## src/rtl/shadd_mul_pkg.sv

```systemverilog
package shadd_mul_pkg;
  typedef enum logic {
    ST_IDLE = 1'b0,
    ST_RUN  = 1'b1
  } mul_state_t;
endpackage

```

## src/rtl/shadd_mul_adder.sv

```systemverilog
module shadd_mul_adder #(
  parameter int WIDTH = 32
) (
  input  logic [WIDTH-1:0] x,
  input  logic [WIDTH-1:0] y,
  output logic [WIDTH-1:0] s,
  output logic             co
);
  logic [WIDTH:0] carry;

  assign carry[0] = 1'b0;

  for (genvar i = 0; i < WIDTH; i++) begin : g_bit
    assign s[i]       = x[i] ^ y[i] ^ carry[i];
    assign carry[i+1] = (x[i] & y[i]) | (carry[i] & (x[i] ^ y[i]));
  end

  assign co = carry[WIDTH];
endmodule

```

## src/rtl/shadd_mul_ctrl.sv

```systemverilog
module shadd_mul_ctrl
  import shadd_mul_pkg::*;
#(
  parameter int WIDTH = 32
) (
  input  logic clk,
  input  logic rst,
  input  logic start,
  output logic load,
  output logic step,
  output logic finish,
  output logic busy
);
  localparam int CNT_W = (WIDTH > 1) ? $clog2(WIDTH) : 1;
  localparam logic [CNT_W-1:0] LAST = CNT_W'(WIDTH - 1);

  mul_state_t      state;
  logic [CNT_W-1:0] iter;

  assign busy   = (state == ST_RUN);
  assign load   = (state == ST_IDLE) && start;
  assign step   = busy;
  assign finish = busy && (iter == LAST);

  always_ff @(posedge clk) begin
    if (rst) begin
      state <= ST_IDLE;
      iter  <= '0;
    end else begin
      case (state)
        ST_IDLE: begin
          iter <= '0;
          if (start) state <= ST_RUN;
        end
        ST_RUN: begin
          iter <= iter + 1'b1;
          if (iter == LAST) begin
            state <= ST_IDLE;
            iter  <= '0;
          end
        end
        default: state <= ST_IDLE;
      endcase
    end
  end

  // an accepted start enters the run state with a fresh count
  p_enter_run_r2: assert property (@(posedge clk) disable iff (rst)
    load |=> (busy && iter == '0));

  // a run in progress advances regardless of start
  p_run_advances_r6: assert property (@(posedge clk) disable iff (rst)
    (busy && !finish) |=> (busy && iter == $past(iter) + 1'b1));

  // the final iteration leaves the run state
  p_finish_exits_r3: assert property (@(posedge clk) disable iff (rst)
    finish |=> !busy);
endmodule

```

## src/rtl/shadd_mul_dp.sv

```systemverilog
module shadd_mul_dp #(
  parameter int WIDTH = 32
) (
  input  logic               clk,
  input  logic               rst,
  input  logic               load,
  input  logic               step,
  input  logic [WIDTH-1:0]   a_in,
  input  logic [WIDTH-1:0]   b_in,
  output logic [2*WIDTH-1:0] acc_next
);
  localparam int PW = 2 * WIDTH;

  logic [WIDTH-1:0] mcand;
  logic [PW-1:0]    acc;
  logic [WIDTH-1:0] addend;
  logic [WIDTH-1:0] sum;
  logic             cout;

  assign addend = acc[0] ? mcand : '0;

  shadd_mul_adder #(.WIDTH(WIDTH)) adder_i (
    .x  (acc[PW-1:WIDTH]),
    .y  (addend),
    .s  (sum),
    .co (cout)
  );

  assign acc_next = {cout, sum, acc[WIDTH-1:1]};

  always_ff @(posedge clk) begin
    if (rst) begin
      acc   <= '0;
      mcand <= '0;
    end else if (load) begin
      mcand <= a_in;
      acc   <= {{WIDTH{1'b0}}, b_in};
    end else if (step) begin
      acc <= acc_next;
    end
  end

  // load clears the upper half and places the multiplier low
  p_load_init_r4: assert property (@(posedge clk) disable iff (rst)
    load |=> (acc[PW-1:WIDTH] == '0 && acc[WIDTH-1:0] == $past(b_in)));

  // a zero bit 0 means a pure right shift with zero fill
  p_skip_add_r4: assert property (@(posedge clk) disable iff (rst)
    (step && !acc[0]) |=> (acc[PW-1] == 1'b0 && acc[PW-2:WIDTH-1] == $past(acc[PW-1:WIDTH])));

  // two set top bits in an add must carry into the top accumulator bit
  p_carry_kept_r5: assert property (@(posedge clk) disable iff (rst)
    (step && acc[0] && acc[PW-1] && mcand[WIDTH-1]) |=> acc[PW-1]);
endmodule

```

## src/rtl/shadd_mul_unit.sv

```systemverilog
module shadd_mul_unit #(
  parameter int WIDTH = 32
) (
  input  logic             clk,
  input  logic             rst,
  input  logic             start,
  input  logic [WIDTH-1:0] op_a,
  input  logic [WIDTH-1:0] op_b,
  output logic             busy,
  output logic             done,
  output logic [WIDTH-1:0] hi,
  output logic [WIDTH-1:0] lo
);
  localparam int PW = 2 * WIDTH;

  logic          load;
  logic          step;
  logic          finish;
  logic [PW-1:0] acc_next;

  shadd_mul_ctrl #(.WIDTH(WIDTH)) ctrl_i (
    .clk    (clk),
    .rst    (rst),
    .start  (start),
    .load   (load),
    .step   (step),
    .finish (finish),
    .busy   (busy)
  );

  shadd_mul_dp #(.WIDTH(WIDTH)) dp_i (
    .clk      (clk),
    .rst      (rst),
    .load     (load),
    .step     (step),
    .a_in     (op_a),
    .b_in     (op_b),
    .acc_next (acc_next)
  );

  always_ff @(posedge clk) begin
    if (rst) begin
      done <= 1'b0;
      hi   <= '0;
      lo   <= '0;
    end else begin
      done <= finish;
      if (finish) begin
        hi <= acc_next[PW-1:WIDTH];
        lo <= acc_next[WIDTH-1:0];
      end
    end
  end

  // done is a single-cycle pulse
  p_done_pulse_r3: assert property (@(posedge clk) disable iff (rst)
    done |=> !done);

  // completion coincides with idle
  p_done_idle_r3: assert property (@(posedge clk) disable iff (rst)
    done |-> !busy);

  // results hold between completions
  p_result_hold_r7: assert property (@(posedge clk) disable iff (rst)
    !finish |=> ($stable(hi) && $stable(lo)));
endmodule

```

## config.mk

```make
export PLATFORM = sky130hd
export DESIGN_NAME = shadd_mul_unit
export DESIGN_NICKNAME = d
export VERILOG_FILES = /design/src/rtl/shadd_mul_pkg.sv /design/src/rtl/shadd_mul_adder.sv /design/src/rtl/shadd_mul_ctrl.sv /design/src/rtl/shadd_mul_dp.sv /design/src/rtl/shadd_mul_unit.sv
export SDC_FILE = /design/constraint.sdc
export NUM_CORES = 1
export LEC_CHECK = 0
export ABC_AREA = 1
export BUFFER_PORTS_ARGS = -buffer_cell sky130_fd_sc_hd__buf_2
export CAP_MARGIN = 20
export CORE_MARGIN = 2
export CORE_UTILIZATION = 50
export CTS_CLUSTER_SIZE = 14
export DETAILED_ROUTE_END_ITERATION = 6
export PLACE_DENSITY = 0.88
export SLEW_MARGIN = 5
export SYNTH_ARGS = -nofsm -noshare
export SYNTH_HDL_FRONTEND = slang
export SYNTH_SLANG_ARGS = --single-unit
```

## constraint.sdc

```tcl
create_clock -name clk -period 13.8 [get_ports clk]
set_input_delay 2.76 -clock clk [delete_from_list [all_inputs] [get_ports clk]]
set_output_delay 2.76 -clock clk [all_outputs]
set_load 0.01 [all_outputs]
```

==> impl_metrics.py, run 1 <==
metrics = {
    "floorplanning": {
        "die_h_microns": 123.3,
        "initial_utilization_pct": 51.24,
        "die_w_microns": 123.3,
        "rows": 43,
        "io_pins": 133,
        "core_sq_mm": 0.01388,
        "die_area_sq_mm": 0.01520,
    },
    "worst_setup_path": {
        "critPathKind": "flip-flop to flip-flop",
        "critPathSlowestCell": "fa_1",
        "critPathCaptureType": "flip-flop",
        "critPathMaxFanout": 2,
        "cp.required_ps": 14130,
        "rrSetupSlack_ps": 630,
        "cpMostUsedCell": "fa_1",
        "cp.arrival_ps": 13510,
        "crit_family": "adder cells",
        "start_kind": "flip-flop",
        "critPathMaxStageDelay_ps": 430,
        "crit_buf_inv": 6,
    },
    "placement": {
        "dp_cells": 1186,
        "dp_hpwl_mm": 10.08,
        "dpl-instance-area_sq_mm": 0.007731,
        "gp_congestion": 0.8404,
        "io_buffer_count": 132,
        "pre_cts_slack_ps": -46.39,
    },
    "timing": {
        "worst_slack_ps": 625.5,
        "fmax_mhz": 75.90,
        "finalSetupTns_ps": 0,
        "setup_viol": 0,
        "slew_violations": 0,
        "slew_headroom_pct": 26.41,
        "worstMarginPinSlew_ps": 1101,
        "layout_min_cycle_time_ps": 13170,
        "hold_viol_final": 0,
        "clock_skew_ps": 11.99,
        "fin_crit_sh_pct": 95.47,
    },
    "synth": {
        "synth_compound_area_share_pct": 4.925,
        "synth_seq_area_share_pct": 47.00,
        "syn-num-nets": 1031,
        "synth_top_family_by_area": "simple AND/OR/NAND/NOR gates",
        "synthAdderAreaFrac_pct": 9.252,
        "synth_area_per_cell_sq_um": 7.648,
        "netlist-cell-type-count": 23,
        "synth-xor-area-share_pct": 0,
        "synth_seq_cells": 167,
        "muxShareOfSynthArea_pct": 0,
        "synth_top_area_share_pct": 47.00,
        "yosys-top-cells-area": "dfxtp_1, nand2_1, nand3_1",
        "synth_top_area_cell": "dfxtp_1",
        "yosys.area_share.simple_pct": 30.36,
        "synth_cells": 930,
        "yosys_warnings": 0,
        "syn_area_sq_mm": 0.007113,
    },
    "layout": {
        "final_cell_mix": "nand2_1, dfxtp_1, buf_2",
        "final_nets": 1126,
        "area_delta_synth_final_pct": 17.82,
        "nFillCells": 1240,
        "drive_gt1_share_pct": 17.92,
        "final_area_sq_mm": 0.008381,
        "multiInputGateArea_sq_mm": 0.003203,
        "regArea_sq_mm": 0.003344,
        "layout_commonest_cell": "nand2_1",
        "utilization_pct": 60.38,
        "num_antenna_cells": 0,
        "fin_cells": 1218,
    },
    "power_and_ir_drop": {
        "powerDensity_mw_per_mm2": 128.0,
        "max-vdd-ir-drop_mv": 0.08551,
        "leakagePower_nw": 4.299,
    },
    "global_route": {
        "grt_max_degree": 98,
        "overflow": 0,
        "grt_pass1_vias": 5713,
        "grt_first_pass_wirelength_mm": 25.92,
        "grt_antenna_before_repair": 0,
        "track_usage_pct": 21.69,
    },
    "route": {
        "totalWireLength_mm": 15.79,
        "vias": 6101,
        "drtAntennaViolNets": 0,
        "wl_per_cell_microns": 12.97,
        "drc": 0,
        "vias_per_cell": 5.009,
        "first_iter_violations": 435,
        "first_pass_iters": 5,
    },
    "clock_tree": {
        "cts_root_buf": "clkbuf_16",
        "h-tree-depth": 4,
        "cts_tree": "built",
        "clkSlewWorstSetupHoldPaths_ps": 60,
        "postCtsSetupBuffers": 0,
        "cts_buffer_depth": 2,
        "worstSkewPairLatency_ps": 430,
        "clock_sinks": 167,
        "cts_made_buffers": 17,
    },
    "status": {
        "status": "completed",
    },
    "run": {
        "maxCapViolations": 0,
    },
    "hold_path": {
        "min_path_type": "flip-flop to flip-flop",
    },
}
what timing repair did:
item                                    in CTS  in global routing
endpoints found under the setup margin       1                  5
cloned                                       0                  0
gates resized for setup                      3                 10
hold buffers                                 0                  0
worst reg2reg max path, delay by kind of cell, from the launching register on:
kind,cells,cell delay (ps)
AO/OA/AOI/OAI,1,130
adder cells (fa/ha/maj),32,11960
buffers and inverters,6,380
flip-flops,1,310
AND/OR/NAND/NOR,2,290
Yosys cell counts:
master and number:
clkbuf_1 17, nand3_1 129, or2_0 2, buf_1 1
inv_1 73, nand3_2 1, a21oi_1 33, nor2_4 1
nand4_1 1, buf_4 6, or2_1 3, o21ai_0 37
nor2_1 71, buf_2 35, nor3_2 1, ha_1 3
buf_6 2, nand2_1 311, inv_2 3, nand2_4 1
fa_1 31, inv_4 1, dfxtp_1 167
stage by stage:
step	power (W)	hold WS, ps
after global routing	0.001111	484.1
after CTS	0.001077	464.7
after global placement	0.0005805	446.6
final	0.001072	460.3
after floorplan	0.0005628	430.3
after detailed placement	0.0005822	451.3
where the power goes:
| group | internal [W] | switching [W] | total, W |
|---|---|---|---|
| combinational | 0.0000229 | 0.0000442 | 0.0000671 |
| sequential | 0.000496 | 0.00000844 | 0.000505 |
| clock | 0.000313 | 0.000188 | 0.000501 |
cell families (layout without fill, tap and decap cells):
family                     Yosys count  in the layout
AOI/OAI and AO/OA                   70             70
adders and majority gates           34             34
buffers and inverters              138            246
DFF                                167            167
and+or+nand+nor                    521            521
per-layer routing:
layer  vias to the layer above  global-route usage (%)  wire length [microns]
met3                        30                   4.290                    936
met5                         -                       0                      0
met1                      2805                   27.06                   6908
met2                       185                   36.33                   7604
li1                       3081                       -                      -
met4                         0                   9.730                    342
registers in the layout, indices dropped and copies added, names as in the netlist:
register,cells
ctrl_i.busy,1
ctrl_i.iter,5
done,1
dp_i.acc,64
dp_i.mcand,32
hi,32
lo,32
cell type report:
cell class                 count  share of cell area [%]
timing repair buffer         137                   8.331
multi-input combinational    625                   38.22
clock inverter                 7                   1.687
sequential                   167                   39.91
tap                          180                   2.687
inverter                      77                   3.494
clock buffer                  25                   5.673
worst paths after layout:
kind	startpoint	cells past startpoint	endpoint
worst max-delay path	dp_i.mcand[0]$_SDFFE_PP0P_	41	dp_i.acc[62]$_SDFFE_PP0P_
worst min-delay path	dp_i.acc[14]$_SDFFE_PP0P_	2	lo[13]$_SDFFE_PP0P_
worst max register to register	dp_i.mcand[0]$_SDFFE_PP0P_	41	dp_i.acc[62]$_SDFFE_PP0P_
worst min register to register	dp_i.acc[14]$_SDFFE_PP0P_	2	lo[13]$_SDFFE_PP0P_
Power figures use the tool's default switching activity.
==> inputs of run 2 (changes only) <==
Settings changed: CORE_UTILIZATION 50 to 55, PLACE_DENSITY 0.88 to 0.91.
Clock period 13.8 ns to 13.7 ns, I/O delays scaled along.
==> run 2 against run 1 <==
Compared with the run above:
- combinational power up 3.1%
- largest power group is now the clock network
- core utilization grew 6.7 points
- cell area up 1.0%
- critical endpoint unchanged
- die area fell by 8.8%
- sequential share of layout area is 0.40 points lower
- highest routed layer unchanged
- sequential power increased by 0.8%
- register-to-register slack got worse by 50 ps
- via count up 2.7%
- global-route usage is 2.4 points higher
==> impl_metrics.py, run 2 (synthesized netlist as in run 1, its figures left out) <==
metrics = {
    "global_route": {
        "overflow": 0,
        "grt_first_pass_wirelength_mm": 27.20,
        "track_usage_pct": 24.09,
        "grt_pass1_vias": 5745,
        "grt_antenna_before_repair": 0,
        "grt_max_degree": 80,
    },
    "timing": {
        "fmax_mhz": 76.20,
        "finalSetupTns_ps": 0,
        "fin_crit_sh_pct": 95.79,
        "slew_violations": 0,
        "worstMarginPinSlew_ps": 756.5,
        "rsz0062_at_grt": "false",
        "setup_viol": 0,
        "slew_headroom_pct": 49.44,
        "hold_viol_final": 0,
        "layout_min_cycle_time_ps": 13120,
        "holdWs_ps": 462.1,
        "clock_skew_ps": 8.156,
    },
    "layout": {
        "num_antenna_cells": 0,
        "drive_gt1_share_pct": 18.75,
        "layout_commonest_cell": "nand2_1",
        "top_register": "dp_i.acc",
        "largest_register_ffs": 64,
        "final_nets": 1128,
        "nFillCells": 1048,
        "multiInputGateArea_sq_mm": 0.003211,
        "regArea_sq_mm": 0.003344,
        "area_delta_synth_final_pct": 19.00,
        "final_area_sq_mm": 0.008464,
        "final_cell_mix": "nand2_1, dfxtp_1, buf_2",
    },
    "worst_setup_path": {
        "crit_buf_inv": 6,
        "critPathCaptureType": "flip-flop",
        "critPathSlowestCell": "fa_1",
        "crit_family": "adder cells",
        "critPathMaxFanout": 2,
        "critPathMaxStageDelay_ps": 440,
        "cpMostUsedCell": "fa_2",
        "start_kind": "flip-flop",
        "cp.required_ps": 14040,
        "critPathKind": "flip-flop to flip-flop",
        "cp.arrival_ps": 13470,
    },
    "floorplanning": {
        "initial_utilization_pct": 56.37,
        "die_w_microns": 117.7,
        "core_sq_mm": 0.01262,
        "rows": 41,
        "die_area_sq_mm": 0.01386,
        "die_h_microns": 117.7,
        "io_pins": 133,
    },
    "clock_tree": {
        "hold_buffers": 0,
        "h-tree-depth": 4,
        "clock_sinks": 167,
        "clkSlewWorstSetupHoldPaths_ps": 60,
        "cts_buffer_depth": 2,
        "cts_tree": "built",
        "postCtsSetupBuffers": 0,
        "cts_root_buf": "clkbuf_16",
        "worstSkewPairLatency_ps": 420,
        "cts_made_buffers": 17,
    },
    "route": {
        "vias": 6268,
        "first_pass_iters": 5,
        "drtAntennaViolNets": 0,
        "vias_per_cell": 5.172,
        "drc": 0,
        "totalWireLength_mm": 16.48,
        "first_iter_violations": 661,
        "wl_per_cell_microns": 13.59,
    },
    "power_and_ir_drop": {
        "finalPower_w": 0.001117,
        "leakagePower_nw": 4.340,
        "p_int_w": 0.0008707,
        "power.switching_w": 0.0002459,
        "powerDensity_mw_per_mm2": 131.9,
        "seq_power_share_pct": 45.5,
        "switching_share_pct": 22.02,
        "pwr-share-comb_pct": 6.2,
        "max-vdd-ir-drop_mv": 0.1008,
        "clkPwrFrac_pct": 48.3,
    },
    "placement": {
        "dp_hpwl_mm": 10.41,
        "dpl-instance-area_sq_mm": 0.007721,
        "io_buffer_count": 132,
        "gp_congestion": 0.8133,
    },
    "run": {
        "maxCapViolations": 0,
    },
    "status": {
        "status": "completed",
    },
    "hold_path": {
        "min_path_type": "flip-flop to flip-flop",
    },
}
## run 2: changes by cell type in the layout (fill, tap and decap cells not counted), moves of 2 or more
cell,delta
bufinv_16,+2
clkbuf_1,-4
clkinv_2,+2
fa_1,-3
fa_2,+3
## run 2: per-layer routing
| layer | GRT usage, % | vias to the layer above | share of wire (%) |
|---|---|---|---|
| met2 | 39.68 | 236 | 48 |
| met1 | 30.65 | 2901 | 42 |
| met4 | 11.30 | 0 | 3.3 |
| met3 | 4.603 | 42 | 6.1 |
| li1 | - | 3089 | - |
| met5 | 0 | - | 0 |
## run 2: worst reg2reg max path, delay by kind of cell, from the launching register on
family / cells / cell delay [ps]
compound gates: 1 / 110
fa+ha+maj: 32 / 11940
buf+inv: 6 / 380
flops: 1 / 310
simple gates: 2 / 300
## run 2: final timing paths
check / start / end / slack, ps / cells past startpoint
worst max-delay path: dp_i.mcand[0]$_SDFFE_PP0P_ / dp_i.acc[62]$_SDFFE_PP0P_ / 580 / 41
worst min-delay path: dp_i.acc[14]$_SDFFE_PP0P_ / lo[13]$_SDFFE_PP0P_ / 460 / 2
worst max register to register: dp_i.mcand[0]$_SDFFE_PP0P_ / dp_i.acc[62]$_SDFFE_PP0P_ / 580 / 41
worst min register to register: dp_i.acc[14]$_SDFFE_PP0P_ / lo[13]$_SDFFE_PP0P_ / 460 / 2
## run 2: stage by stage
stage	instances	worst slack [ps]	util, %
after floorplan	930	4.398	-
after global placement	1178	-55.16	61.18
after detailed placement	1178	-267.2	61.18
after CTS	1210	32.51	66.64
after global routing	1212	45.19	67.07
final	1212	577.1	67.07
## run 2: area by class of cell
| class | instances | share of cell area (%) |
|---|---|---|
| Inverter | 77 | 3.459 |
| Timing Repair Buffer | 139 | 8.662 |
| Tap cell | 172 | 2.542 |
| Multi-Input combinational cell | 625 | 37.93 |
| Sequential cell | 167 | 39.51 |
| Clock buffer | 20 | 5.277 |
| Clock inverter | 12 | 2.616 |
## run 2: what timing repair did
item                                    4_1_cts  5_1_grt
endpoints found under the setup margin        3        4
pin swaps                                     0        0
resized for setup                             8        8
## run 2: power by group through the flow
stage | registers, W | clock network (W) | logic [W]
after CTS | 0.000508 | 0.000544 | 0.0000686
final | 0.000509 | 0.000539 | 0.0000692
after global routing | 0.000510 | 0.000566 | 0.0000788
after detailed placement | 0.000519 | 0 | 0.0000677
after global placement | 0.000518 | 0 | 0.0000661
after floorplan | 0.000517 | 0 | 0.0000500
